--- src/rtl/sar_pkg.sv ---
package sar_pkg;
  typedef enum logic [1:0] {
    ST_IDLE,
    ST_SIGN,
    ST_BITS,
    ST_LATCH
  } convState_t;

  // strobes from control to datapath
  typedef struct packed {
    logic clearAll;
    logic takeSign;
    logic stepBit;
    logic latchOut;
  } sarStrobe_t;
endpackage

--- src/rtl/sar_control.sv ---
module sar_control
  import sar_pkg::*;
#(
  parameter int MAG_BITS = 12
) (
  input  logic       clk,
  input  logic       rstN,
  input  logic       startPulse,
  input  logic       abortPulse,
  output sarStrobe_t strobe,
  output logic       signPhase,
  output logic       busy,
  output logic       eoc,
  output logic       intN
);
  localparam int CW = (MAG_BITS > 1) ? $clog2(MAG_BITS) : 1;

  convState_t     state;
  logic [CW-1:0]  bitCnt;
  logic           doAbort;

  assign busy      = (state != ST_IDLE);
  assign signPhase = (state == ST_SIGN);
  assign doAbort   = abortPulse && busy;

  always_comb begin
    strobe          = '0;
    strobe.clearAll = doAbort || (startPulse && !busy && !abortPulse);
    strobe.takeSign = (state == ST_SIGN)  && !doAbort;
    strobe.stepBit  = (state == ST_BITS)  && !doAbort;
    strobe.latchOut = (state == ST_LATCH) && !doAbort;
  end

  always_ff @(posedge clk) begin
    if (!rstN) begin
      state  <= ST_IDLE;
      bitCnt <= '0;
      eoc    <= 1'b0;
      intN   <= 1'b1;
    end else if (doAbort) begin
      state  <= ST_IDLE;
      bitCnt <= '0;
    end else begin
      unique case (state)
        ST_IDLE: if (startPulse && !abortPulse) begin
          state <= ST_SIGN;
          eoc   <= 1'b0;
          intN  <= 1'b1;
        end
        ST_SIGN: begin
          state  <= ST_BITS;
          bitCnt <= CW'(MAG_BITS - 1);
        end
        ST_BITS: begin
          if (bitCnt == '0) state <= ST_LATCH;
          else bitCnt <= bitCnt - 1'b1;
        end
        ST_LATCH: begin
          state <= ST_IDLE;
          eoc   <= 1'b1;
          intN  <= 1'b0;
        end
        default: state <= ST_IDLE;
      endcase
    end
  end
endmodule

--- src/rtl/sar_datapath.sv ---
module sar_datapath
  import sar_pkg::*;
#(
  parameter int MAG_BITS = 12
) (
  input  logic                clk,
  input  logic                rstN,
  input  sarStrobe_t          strobe,
  input  logic                cmpIn,
  output logic [MAG_BITS-1:0] trialCode,
  output logic                dacNegative,
  output logic [MAG_BITS:0]   resultCode
);
  localparam logic [MAG_BITS-1:0] TOP_BIT = {1'b1, {(MAG_BITS-1){1'b0}}};

  logic [MAG_BITS-1:0] trialReg;
  logic [MAG_BITS-1:0] pointer;
  logic                signWork;

  always_ff @(posedge clk) begin
    if (!rstN) begin
      trialReg   <= '0;
      pointer    <= '0;
      signWork   <= 1'b0;
      resultCode <= '0;
    end else begin
      if (strobe.clearAll) begin
        trialReg <= '0;
        pointer  <= '0;
        signWork <= 1'b0;
      end else if (strobe.takeSign) begin
        signWork <= !cmpIn;
        trialReg <= TOP_BIT;
        pointer  <= TOP_BIT;
      end else if (strobe.stepBit) begin
        trialReg <= (cmpIn ? trialReg : (trialReg & ~pointer)) | (pointer >> 1);
        pointer  <= pointer >> 1;
      end
      if (strobe.latchOut) resultCode <= {signWork, trialReg};
    end
  end

  assign trialCode   = trialReg;
  assign dacNegative = signWork;
endmodule

--- src/rtl/sar_sign_first.sv ---
module sar_sign_first
  import sar_pkg::*;
#(
  parameter int MAG_BITS = 12
) (
  input  logic                clk,
  input  logic                rstN,
  input  logic                startPulse,
  input  logic                abortPulse,
  input  logic                cmpIn,
  output logic [MAG_BITS-1:0] trialCode,
  output logic                dacNegative,
  output logic                signPhase,
  output logic                busy,
  output logic [MAG_BITS:0]   resultCode,
  output logic                eoc,
  output logic                intN
);
  sarStrobe_t strobe;

  sar_control #(.MAG_BITS(MAG_BITS)) ctrl (
    .clk(clk), .rstN(rstN), .startPulse(startPulse), .abortPulse(abortPulse),
    .strobe(strobe), .signPhase(signPhase), .busy(busy), .eoc(eoc), .intN(intN)
  );

  sar_datapath #(.MAG_BITS(MAG_BITS)) dp (
    .clk(clk), .rstN(rstN), .strobe(strobe), .cmpIn(cmpIn),
    .trialCode(trialCode), .dacNegative(dacNegative), .resultCode(resultCode)
  );
endmodule

--- config.mk ---
export PLATFORM = sky130hd
export DESIGN_NAME = sar_sign_first
export DESIGN_NICKNAME = d
export VERILOG_FILES = /design/src/rtl/sar_pkg.sv /design/src/rtl/sar_control.sv /design/src/rtl/sar_datapath.sv /design/src/rtl/sar_sign_first.sv
export SDC_FILE = /design/constraint.sdc
export NUM_CORES = 1
export LEC_CHECK = 0
export ABC_AREA = 0
export BUFFER_PORTS_ARGS = -buffer_cell sky130_fd_sc_hd__buf_2
export CORE_ASPECT_RATIO = 0.9
export CORE_MARGIN = 2
export CORE_UTILIZATION = 50
export CTS_BUF_LIST = sky130_fd_sc_hd__clkbuf_16
export DETAILED_ROUTE_END_ITERATION = 7
export PLACE_DENSITY = 0.82
export SLEW_MARGIN = 20
export SYNTH_ARGS = -nofsm -noshare
export SYNTH_HDL_FRONTEND = slang
export SYNTH_SLANG_ARGS = --single-unit
--- constraint.sdc ---
create_clock -name clk -period 1.6 [get_ports clk]
set_clock_uncertainty 0.1 [all_clocks]
set_input_delay 0.08 -clock clk [delete_from_list [all_inputs] [get_ports clk]]
set_output_delay 0.08 -clock clk [all_outputs]
set_load 0.05 [all_outputs]
==> flow_summary.yaml, run 1 <==
clock_network:
  cts_num_sinks: 46
  clk_latency_ns: 0.29
  cts_inserted_buffers: 5
  clockBufferDepth: 2
  tritoncts_clock_tree: "built"
  clock_tree_root: "clkbuf_16"
  clock_tree.htree_level_count: 2
  cts.clk_slew.worst_paths_ns: 0.06
place:
  final_wtd_congestion: 0.9112
  numPortBuffers: 34
  hpwlAfterDp_um: 3403
  placed_cells_incl_taps: 306
  placement.cell_area_um2: 2416
  post-place-ws_ns: -0.07316
sta:
  setup_violations: 0
  timing.final.hold_violations: 0
  rsz0062_at_grt: "yes"
  tightest_slew_ns: 0.4522
  drv_slew: 0
  timing.final.crit_period_ns: 1.585
  setup_tns_ns: 0
  timing.slew.headroom_pct: 69.82
  max_freq_mhz: 630.8
  min_period_over_period_pct: 99.09
  timing.final.ws_setup_ns: 0.01464
setup_path:
  worst_setup_path_start_kind: "flip-flop"
  cp-end-kind: "flip-flop"
  r2r_startpoint: "ctrl.state[0]$_SDFFE_PP0P_"
  critPathMaxFanout: 14
  timing.critical_path.required_ns: 1.70
  worst-endpoint-arrival_ns: 1.69
  critical_path_class: "flip-flop to flip-flop"
  timing.critical_path.from: "ctrl.state[0]$_SDFFE_PP0P_"
power:
  pwr-share-clk_pct: 23.5
  p_sw_share_pct: 38.35
  power.sequential.fraction_pct: 29.8
  power.share.combinational_pct: 46.7
  max-vdd-ir-drop_uv: 1007
  power_switching_mw: 1.690
  powerDensity_nw_per_um2: 1585
  total_power_mw: 4.408
  p_int_mw: 2.718
  leakagePower_nw: 1.066
route:
  drt_iter0_markers: 167
  routedWlPerCell_um: 16.89
  via_count: 1945
  dr_pass1_iterations: 4
  viasPerCell: 6.097
  drc: 0
  drt_wl_total_um: 5387
  ant_nets: 0
die:
  floorplan.io_pins: 35
  start_util_pct: 51.49
  die_width_um: 71.82
  rows: 22
  die_y_um: 65.04
  floorplan.die_area_um2: 4670
  core-area_um2: 4019
layout:
  final_layout_size_suffix_gt1_share_pct: 39.85
  layout.cell_area.non_filler_um2: 2781
  flow.area_growth_from_synthesis_pct: 34.40
  antenna_cells: 0
  finish.net_count: 282
  stdcell_count: 319
  layout.filler_cells: 279
logic_synthesis:
  synth_xor_area_share_pct: 0
  post_synth.cell_area_avg_um2: 9.537
  ys_warn_count: 0
  post_synth_mux_area_share_pct: 0.9674
  fraction_of_the_mapped_netlist_area_in_adder_cells_pct: 4.232
  mappedNetlistArea_um2: 2069
  dominant_combinational_cell_family_by_area_after_synthesis: "compound AO/OA/AOI/OAI gates"
  yosys.area_share.simple_pct: 13.66
  post_synth_num_cell_types: 37
  post_synth_inst_count: 217
  compound_cell_area_share_of_the_yosys_netlist_pct: 29.02
  mappedNetlistNets: 229
  yosys_register_bits: 46
  synth_seq_area_share_pct: 44.50
grt:
  grt_pass1_wl_um: 8535
  maximum_number_of_pins_on_one_net_before_global_route_repair: 29
  grt-ovfl-total: 0
  grt_antenna_before_repair: 0
  grt.total_usage_pct: 22.96
  first_global_vias: 1749
hold_path:
  hold_path_startpoint: "rstN"
  hold_path_class: "primary input to flip-flop"
flow_run:
  maxCapViolations: 0
run_status:
  status: "complete, no violations"
logic make-up after synthesis:
group                      after synthesis
DFF                                     46
and+or+nand+nor                         45
AOI/OAI and AO/OA                       89
muxes                                    2
buffers and inverters                   28
adders and majority gates                7
metrics by stage:
step	util [%]	hold WS, ns
global route	69.21	0.06114
global placement	60.12	0.2198
floorplan	-	0.09276
finish	69.21	0.05252
detailed placement	60.12	0.2197
CTS	64.60	0.03550
cell type report:
cell class | instances | area (um^2) | share of cell area [%]
Multi-Input combinational cell | 143 | 1102 | 39.63
Sequential cell | 46 | 925.9 | 33.29
Timing Repair Buffer | 64 | 509.2 | 18.31
Clock buffer | 5 | 125.1 | 4.498
Tap cell | 48 | 60.06 | 2.159
Inverter | 10 | 37.54 | 1.350
Clock inverter | 3 | 21.27 | 0.7647
path summary, 6_finish.rpt:
kind	endpoint	cells after the start	slack [ns]
max	dp.trialCode[10]$_SDFFE_PP0P_	7	0.01
min	dp.pointer[11]$_SDFFE_PP0P_	3	0.05
max reg2reg	dp.trialCode[10]$_SDFFE_PP0P_	7	0.01
min reg2reg	dp.trialCode[0]$_SDFFE_PP0P_	1	0.37
registers in the layout, summed over array words and instances (netlist names):
| name | flops |
|---|---|
| dp.resultCode | 13 |
| dp.pointer | 12 |
| dp.trialCode | 12 |
| ctrl.bitCnt | 4 |
| ctrl.state | 2 |
| ctrl.eoc | 1 |
| ctrl.intN | 1 |
| dp.dacNegative | 1 |
synth_stat cells:
library cell | n | area, um^2
a211oi_1 | 2 | 15.01
or4_1 | 1 | 7.510
buf_6 | 4 | 45.04
nand2_1 | 3 | 11.26
inv_1 | 10 | 37.54
buf_8 | 1 | 15.01
a211o_1 | 1 | 8.760
nand4b_4 | 1 | 23.77
a31oi_1 | 11 | 68.82
nor2b_4 | 1 | 13.76
nand3b_1 | 1 | 7.510
or3b_1 | 1 | 8.760
a311oi_1 | 5 | 43.79
a21oi_1 | 29 | 145.1
nor2b_1 | 2 | 12.51
o2111a_1 | 1 | 11.26
o21ai_0 | 26 | 130.1
buf_4 | 1 | 7.510
nand3_1 | 26 | 130.1
buf_2 | 6 | 30.03
o31ai_1 | 2 | 15.01
nor4b_1 | 1 | 8.760
nor3_1 | 2 | 10.01
ha_1 | 7 | 87.58
nand3_4 | 1 | 17.52
clkbuf_1 | 5 | 18.77
nand2b_1 | 2 | 12.51
nor2_1 | 1 | 3.750
a311oi_2 | 9 | 135.1
a21o_1 | 1 | 7.510
and3_1 | 1 | 6.260
buf_1 | 1 | 3.750
a22oi_1 | 1 | 7.510
mux2i_1 | 2 | 20.02
a211oi_2 | 1 | 12.51
dfxtp_1 | 46 | 920.9
nand4b_1 | 1 | 8.760
layer usage:
metal / GRT usage (%) / wire length, um / vias up / share of wire [%]
met5: 0 / 0 / - / 0
met4: 7.783 / 87 / 0 / 1.6
met3: 4.510 / 365 / 10 / 6.8
met2: 36.81 / 2672 / 86 / 50
met1: 30.86 / 2262 / 927 / 42
li1: - / - / 922 / -
power groups by stage:
| stage | Clock, mW | Combinational [mW] | Sequential [mW] |
|---|---|---|---|
| after floorplan | 0 | 1.02 | 1.39 |
| after global placement | 0 | 1.56 | 1.31 |
| after detailed placement | 0 | 1.60 | 1.32 |
| after CTS | 1.03 | 1.68 | 1.30 |
| after global routing | 1.09 | 2.17 | 1.33 |
| final | 1.03 | 2.06 | 1.31 |
critical path, cell delays in order, from the launching register on:
cell and delay (ns):
dfxtp_2 0.32, inv_2 0.08, ha_4 0.17, nand2b_4 0.23, buf_12 0.13, clkbuf_16 0.15, a31oi_1 0.09, a311oi_1 0.23
cells in the final DEF, fill, tap and decap left out, types with 2 or more instances in the layout:
cell	n
o31ai_1	2
inv_1	5
mux2i_1	2
nor2b_1	2
a31oi_1	11
clkbuf_16	7
a311oi_2	11
dfxtp_2	4
a211oi_2	2
nand2_1	3
nand3_1	25
dfxtp_1	42
a311oi_1	3
buf_2	34
a21oi_1	29
buf_4	16
ha_1	2
ha_4	4
inv_2	5
o21ai_0	25
buf_12	4
buf_6	7
repair_timing:
| item | CTS | global route |
|---|---|---|
| hold endpoints to repair | 1 | 0 |
| pin swaps | 0 | 6 |
| gates resized for setup | 6 | 28 |
| gates cloned | 0 | 2 |
| hold buffers | 1 | 0 |
| buffers inserted | 0 | 2 |
| setup endpoints to repair | 22 | 33 |
No activity file was read; power rests on OpenSTA's default activity.
==> run 2, diff against run 1 <==
Settings changed: CELL_PAD_IN_SITES_DETAIL_PLACEMENT set to 0, CELL_PAD_IN_SITES_GLOBAL_PLACEMENT set to 1, CORE_UTILIZATION 50 to 38.
==> run 2 against run 1 <==
Net effect: the flow now finishes with violations (negative setup slack); via count is 2.0% lower; sequential power hardly changed; first-iteration DRC count is 21% lower; critical path depth stayed put; clock power is 15% higher; critical path type unchanged; largest cell class unchanged; global-route usage decreased by 6.7 points; combinational power up 9%; worst setup slack worse by 0.021 ns.
==> flow_summary.yaml, run 2 (synthesis gave the netlist of run 1 again) <==
route:
  drt_iter0_markers: 132
  via_count: 1906
  detailroute.wirelength.met3_um: 226
  routedWlPerCell_um: 15.80
  ant_nets: 0
  viasPerCell: 5.557
  routed-wl-met2_um: 2586
  maxUsedRoutingLayer: "met4"
  drt_wl_total_um: 5420
  m1WireLength_um: 2543
  dr_pass1_iterations: 5
  drc: 0
place:
  post-place-ws_ns: -0.07449
  hpwlAfterDp_um: 3346
  placed_cells_incl_taps: 327
  numPortBuffers: 34
  final_wtd_congestion: 0.8188
sta:
  rsz0062_at_grt: "yes"
  min_period_over_period_pct: 100.4
  drv_slew: 0
  timing.hold.ws_ns: 0.04995
  max_freq_mhz: 622.4
  timing.final.crit_period_ns: 1.607
  timing.slew.headroom_pct: 68.07
  tightest_slew_ns: 0.4784
  setup_violations: 3
  timing.final.hold_violations: 0
  timing.final.ws_setup_ns: -0.006664
setup_path:
  critPathMaxFanout: 5
  path_buf_inv: 3
  critical_path_class: "flip-flop to flip-flop"
  cp_cell_sequence: "inv_2 > ha_4 > buf_6 > nand3b_1 > nand4b_4 > clkbuf_16 > a311oi_2"
  cpMaxStageDelayCell: "dfxtp_2"
  cp_top_family: "buffers and inverters"
  worst-endpoint-arrival_ns: 1.70
  cp-end-kind: "flip-flop"
  worst_setup_path_start_kind: "flip-flop"
  critical_path.max_stage_delay_ns: 0.33
  timing.critical_path.required_ns: 1.70
layout:
  antenna_cells: 0
  largest_register_ff_count: 13
  stdcell_count: 343
  layout_commonest_cell: "dfxtp_1"
  flow.area_growth_from_synthesis_pct: 39.78
  most-common-layout-cells: "dfxtp_1, buf_2, nand3_1, a21oi_1"
  final_layout_size_suffix_gt1_share_pct: 43.12
  finish.net_count: 287
  regMostFlops: "dp.resultCode"
clock_network:
  cts.clk_slew.worst_paths_ns: 0.07
  clock_tree.htree_level_count: 2
  cts_num_sinks: 46
  tritoncts_clock_tree: "built"
  clock_tree_root: "clkbuf_16"
  cts_inserted_buffers: 5
  clk_latency_ns: 0.28
  clockBufferDepth: 2
die:
  floorplan.die_area_um2: 6053
  start_util_pct: 39.38
  rows: 25
  die_y_um: 74.01
  die_width_um: 81.79
  floorplan.io_pins: 35
  core-area_um2: 5255
power:
  p_sw_share_pct: 36.60
  p_int_mw: 3.005
  leakagePower_nw: 1.106
  max-vdd-ir-drop_uv: 752.2
  power.sequential.fraction_pct: 27.8
  powerDensity_nw_per_um2: 1638
  power_switching_mw: 1.735
  power.share.combinational_pct: 47.3
  pwr-share-clk_pct: 24.9
grt:
  first_global_vias: 1577
  grt_antenna_before_repair: 0
  maximum_number_of_pins_on_one_net_before_global_route_repair: 34
  grt-ovfl-total: 0
  grt.total_usage_pct: 16.30
  grt_pass1_wl_um: 7652
hold_path:
  hold_path_class: "primary input to flip-flop"
run_status:
  status: "finished, violations left"
  failed_checks: "negative setup slack"
flow_run:
  maxCapViolations: 0
-- run 2: changes by cell type in the layout (fill, tap and decap cells not counted), moves of 3 or more --
| cell | previous run | this run |
|---|---|---|
| buf_6 | 7 | 3 |
| a21oi_1 | 29 | 26 |
| buf_4 | 16 | 24 |
| a21oi_2 | 0 | 3 |
-- run 2: layout make-up --
type	count	area (um^2)
Multi-Input combinational cell	143	1142
Fill cell	465	2362
Clock buffer	5	125.1
Timing Repair Buffer	69	534.3
Inverter	10	37.54
Sequential cell	46	925.9
Tap cell	67	83.83
Clock inverter	3	43.79
-- run 2: what timing repair did --
item | 4_1_cts | 5_1_grt
gates cloned | 0 | 4
hold buffers | 1 | 0
buffers inserted | 0 | 3
hold endpoints to repair | 1 | 0
resized for setup | 6 | 33
pin swaps | 0 | 6
setup endpoints to repair | 29 | 42
-- run 2: worst paths after layout --
check	from	depth (start not counted)	slack, ns	endpoint
max reg2reg	ctrl.state[0]$_SDFFE_PP0P_	7	-0.007	dp.trialCode[6]$_SDFFE_PP0P_
min	rstN	3	0.05	dp.pointer[11]$_SDFFE_PP0P_
min reg2reg	dp.resultCode[3]$_SDFFE_PN0P_	2	0.37	dp.resultCode[3]$_SDFFE_PN0P_
max	ctrl.state[0]$_SDFFE_PP0P_	7	-0.007	dp.trialCode[6]$_SDFFE_PP0P_
-- run 2: metrics by stage --
step                      setup TNS (ns)  util, %  area [um^2]  power, mW
after floorplan                        0        -         2076      2.409
after global placement          -0.03388    46.71         2455      2.954
after detailed placement          -1.220    46.71         2455      2.973
after CTS                       -0.04869    50.43         2650      4.192
after global routing             -0.9938    55.05         2893      4.968
final                           -0.01657    55.05         2893      4.739
-- run 2: power groups by stage --
stage / Sequential [mW] / Combinational, mW / Clock, mW
after global routing: 1.33 / 2.40 / 1.24
after CTS: 1.30 / 1.70 / 1.20
after floorplan: 1.39 / 1.02 / 0
after global placement: 1.32 / 1.64 / 0
final: 1.32 / 2.24 / 1.18
after detailed placement: 1.32 / 1.65 / 0
-- run 2: tightest hold or removal path, stage by stage --
cell and delay [ns]:
buf_2 0.17, nand3_4 0.09, a21oi_1 0.04
-- run 2: per-layer routing --
metal  vias to the layer above  track usage [%]
li1                        935                -
met1                       920            22.12
met2                        47            25.84
met3                         4            4.248
met4                         0            4.444
met5                         -                0
==> run 3, diff against run 2 <==
==> constraint.sdc (replaced) <==
create_clock -name clk -period 1.6 [get_ports clk]
set_clock_uncertainty 0.1 [all_clocks]
set_input_delay 0.32 -clock clk [delete_from_list [all_inputs] [get_ports clk]]
set_output_delay 0.32 -clock clk [all_outputs]
set_load 0.05 [all_outputs]
==> run 3 against run 2 <==
Net effect: the run now ends clean; cell count shrank 1.7%; clock power about the same; register-to-register slack gained 0.03 ns; die area unchanged; critical path depth unchanged; non-clock buffer count decreased by 6; final area is 3.6% lower; via count shrank 2.9%; sequential power about the same; critical endpoint is now dp.trialCode[4]$_SDFFE_PP0P_.
==> flow_summary.yaml, run 3 (synthesis gave the netlist of run 1 again) <==
route:
  viasPerCell: 5.490
  dr_pass1_iterations: 4
  drt_iter0_markers: 109
  routedWlPerCell_um: 15.24
  drc: 0
  ant_nets: 0
  via_count: 1850
  drt_wl_total_um: 5136
grt:
  first_global_vias: 1631
  grt-ovfl-total: 0
  use_met1_pct: 22.65
  groute.layer.met3.usage_pct: 4.369
  top_usage_layer: "met2"
  grt_pass1_wl_um: 7845
  grt_antenna_before_repair: 0
  grt.total_usage_pct: 16.68
  maximum_number_of_pins_on_one_net_before_global_route_repair: 34
  grt.met2_usage_pct: 26.11
setup_path:
  timing.critical_path.required_ns: 1.69
  critical_path_class: "flip-flop to flip-flop"
  cp-end-kind: "flip-flop"
  worst_setup_path_start_kind: "flip-flop"
  critPathMaxFanout: 12
  worst-endpoint-arrival_ns: 1.67
die:
  rows: 25
  die_width_um: 81.79
  floorplan.io_pins: 35
  core-area_um2: 5255
  floorplan.die_area_um2: 6053
  start_util_pct: 39.38
  die_y_um: 74.01
flow_run:
  maxCapViolations: 0
clock_network:
  cts.clk_slew.worst_paths_ns: 0.06
  ctsHoldBuffers: 0
  clockBufferDepth: 2
  cts_num_sinks: 46
  cts_inserted_buffers: 5
  clock_tree_root: "clkbuf_16"
  clk_latency_ns: 0.28
  tritoncts_clock_tree: "built"
  cts_setup_buffers: 0
  clock_tree.htree_level_count: 2
layout:
  layout.cell_area.non_filler_um2: 2789
  total_area_of_multi_input_combinational_cells_um2: 1110
  final_core_utilization_pct: 53.07
  largest_register_ff_count: 13
  most-common-layout-cells: "dfxtp_1, buf_2, a21oi_1, nand3_1, o21ai_0"
  regMostFlops: "dp.resultCode"
  seqCellArea_um2: 924.6
  antenna_cells: 0
  final_layout_size_suffix_gt1_share_pct: 39.63
  layout_commonest_cell: "dfxtp_1"
  finish.net_count: 281
  layout.filler_cells: 490
  flow.area_growth_from_synthesis_pct: 34.76
run_status:
  status: "complete, no violations"
sta:
  max_freq_mhz: 633.7
  tightest_slew_ns: 0.4576
  rsz0062_at_grt: "yes"
  timing.final.ws_setup_ns: 0.02203
  drv_slew: 0
  min_period_over_period_pct: 98.62
  setup_violations: 0
  timing.slew.headroom_pct: 69.46
  timing.final.hold_violations: 0
  timing.final.crit_period_ns: 1.578
power:
  powerDensity_nw_per_um2: 1614
  max-vdd-ir-drop_uv: 715.0
  leakagePower_nw: 1.056
  total_power_mw: 4.501
place:
  hpwlAfterDp_um: 3344
  post-place-ws_ns: -0.1070
  placement.cell_area_um2: 2462
  numPortBuffers: 34
  final_wtd_congestion: 0.7759
hold_path:
  hold_path_class: "primary input to flip-flop"
-- run 3: where the power goes --
group / switching [mW] / internal [mW] / leakage (nW)
combinational: 1.14 / 0.900 / 0.602
clock: 0.424 / 0.731 / 0.0812
sequential: 0.0680 / 1.24 / 0.373
-- run 3: routing by layer --
metal | vias up | wire, um
met1 | 882 | 2443
met4 | 0 | 31
met5 | - | 0
met2 | 46 | 2412
met3 | 2 | 249
li1 | 920 | -
-- run 3: per-stage QoR --
| stage | instances | hold WS (ns) | setup TNS, ns |
|---|---|---|---|
| after floorplan | 217 | 0.3159 | 0 |
| after global placement | 328 | 0.3273 | 0 |
| after detailed placement | 328 | 0.3441 | -1.486 |
| after CTS | 336 | 0.1942 | -0.001024 |
| after global routing | 337 | 0.2191 | -0.1611 |
| final | 337 | 0.2180 | 0 |
-- run 3: timing repair --
item / 4_1_cts / 5_1_grt
setup endpoints to repair: 32 / 34
gates resized for setup: 16 / 18
cloned: 0 / 1
pin swaps: 1 / 3
-- run 3: worst paths after layout --
path	slack [ns]	from	cells past startpoint	end
max	0.02	ctrl.state[0]$_SDFFE_PP0P_	7	dp.trialCode[4]$_SDFFE_PP0P_
min	0.22	cmpIn	2	dp.dacNegative$_SDFFE_PP0P_
max reg2reg	0.02	ctrl.state[0]$_SDFFE_PP0P_	7	dp.trialCode[4]$_SDFFE_PP0P_
min reg2reg	0.37	dp.resultCode[10]$_SDFFE_PN0P_	2	dp.resultCode[10]$_SDFFE_PN0P_
-- run 3: final cells by class --
cell class	instances	share of cell area, %
well taps	67	3.006
inverters	10	1.346
clock inverters	3	1.480
multi-input cells	143	39.79
clock buffers	5	4.486
flip-flops and latches	46	33.15
repair buffers	63	16.73
-- run 3: worst max-delay path, cell delays in order (launching register included) --
cell and delay [ns]:
dfxtp_2 0.33, inv_2 0.06, ha_4 0.16, buf_4 0.15
nor2b_4 0.19, nor3_4 0.06, buf_12 0.15, a311oi_2 0.27
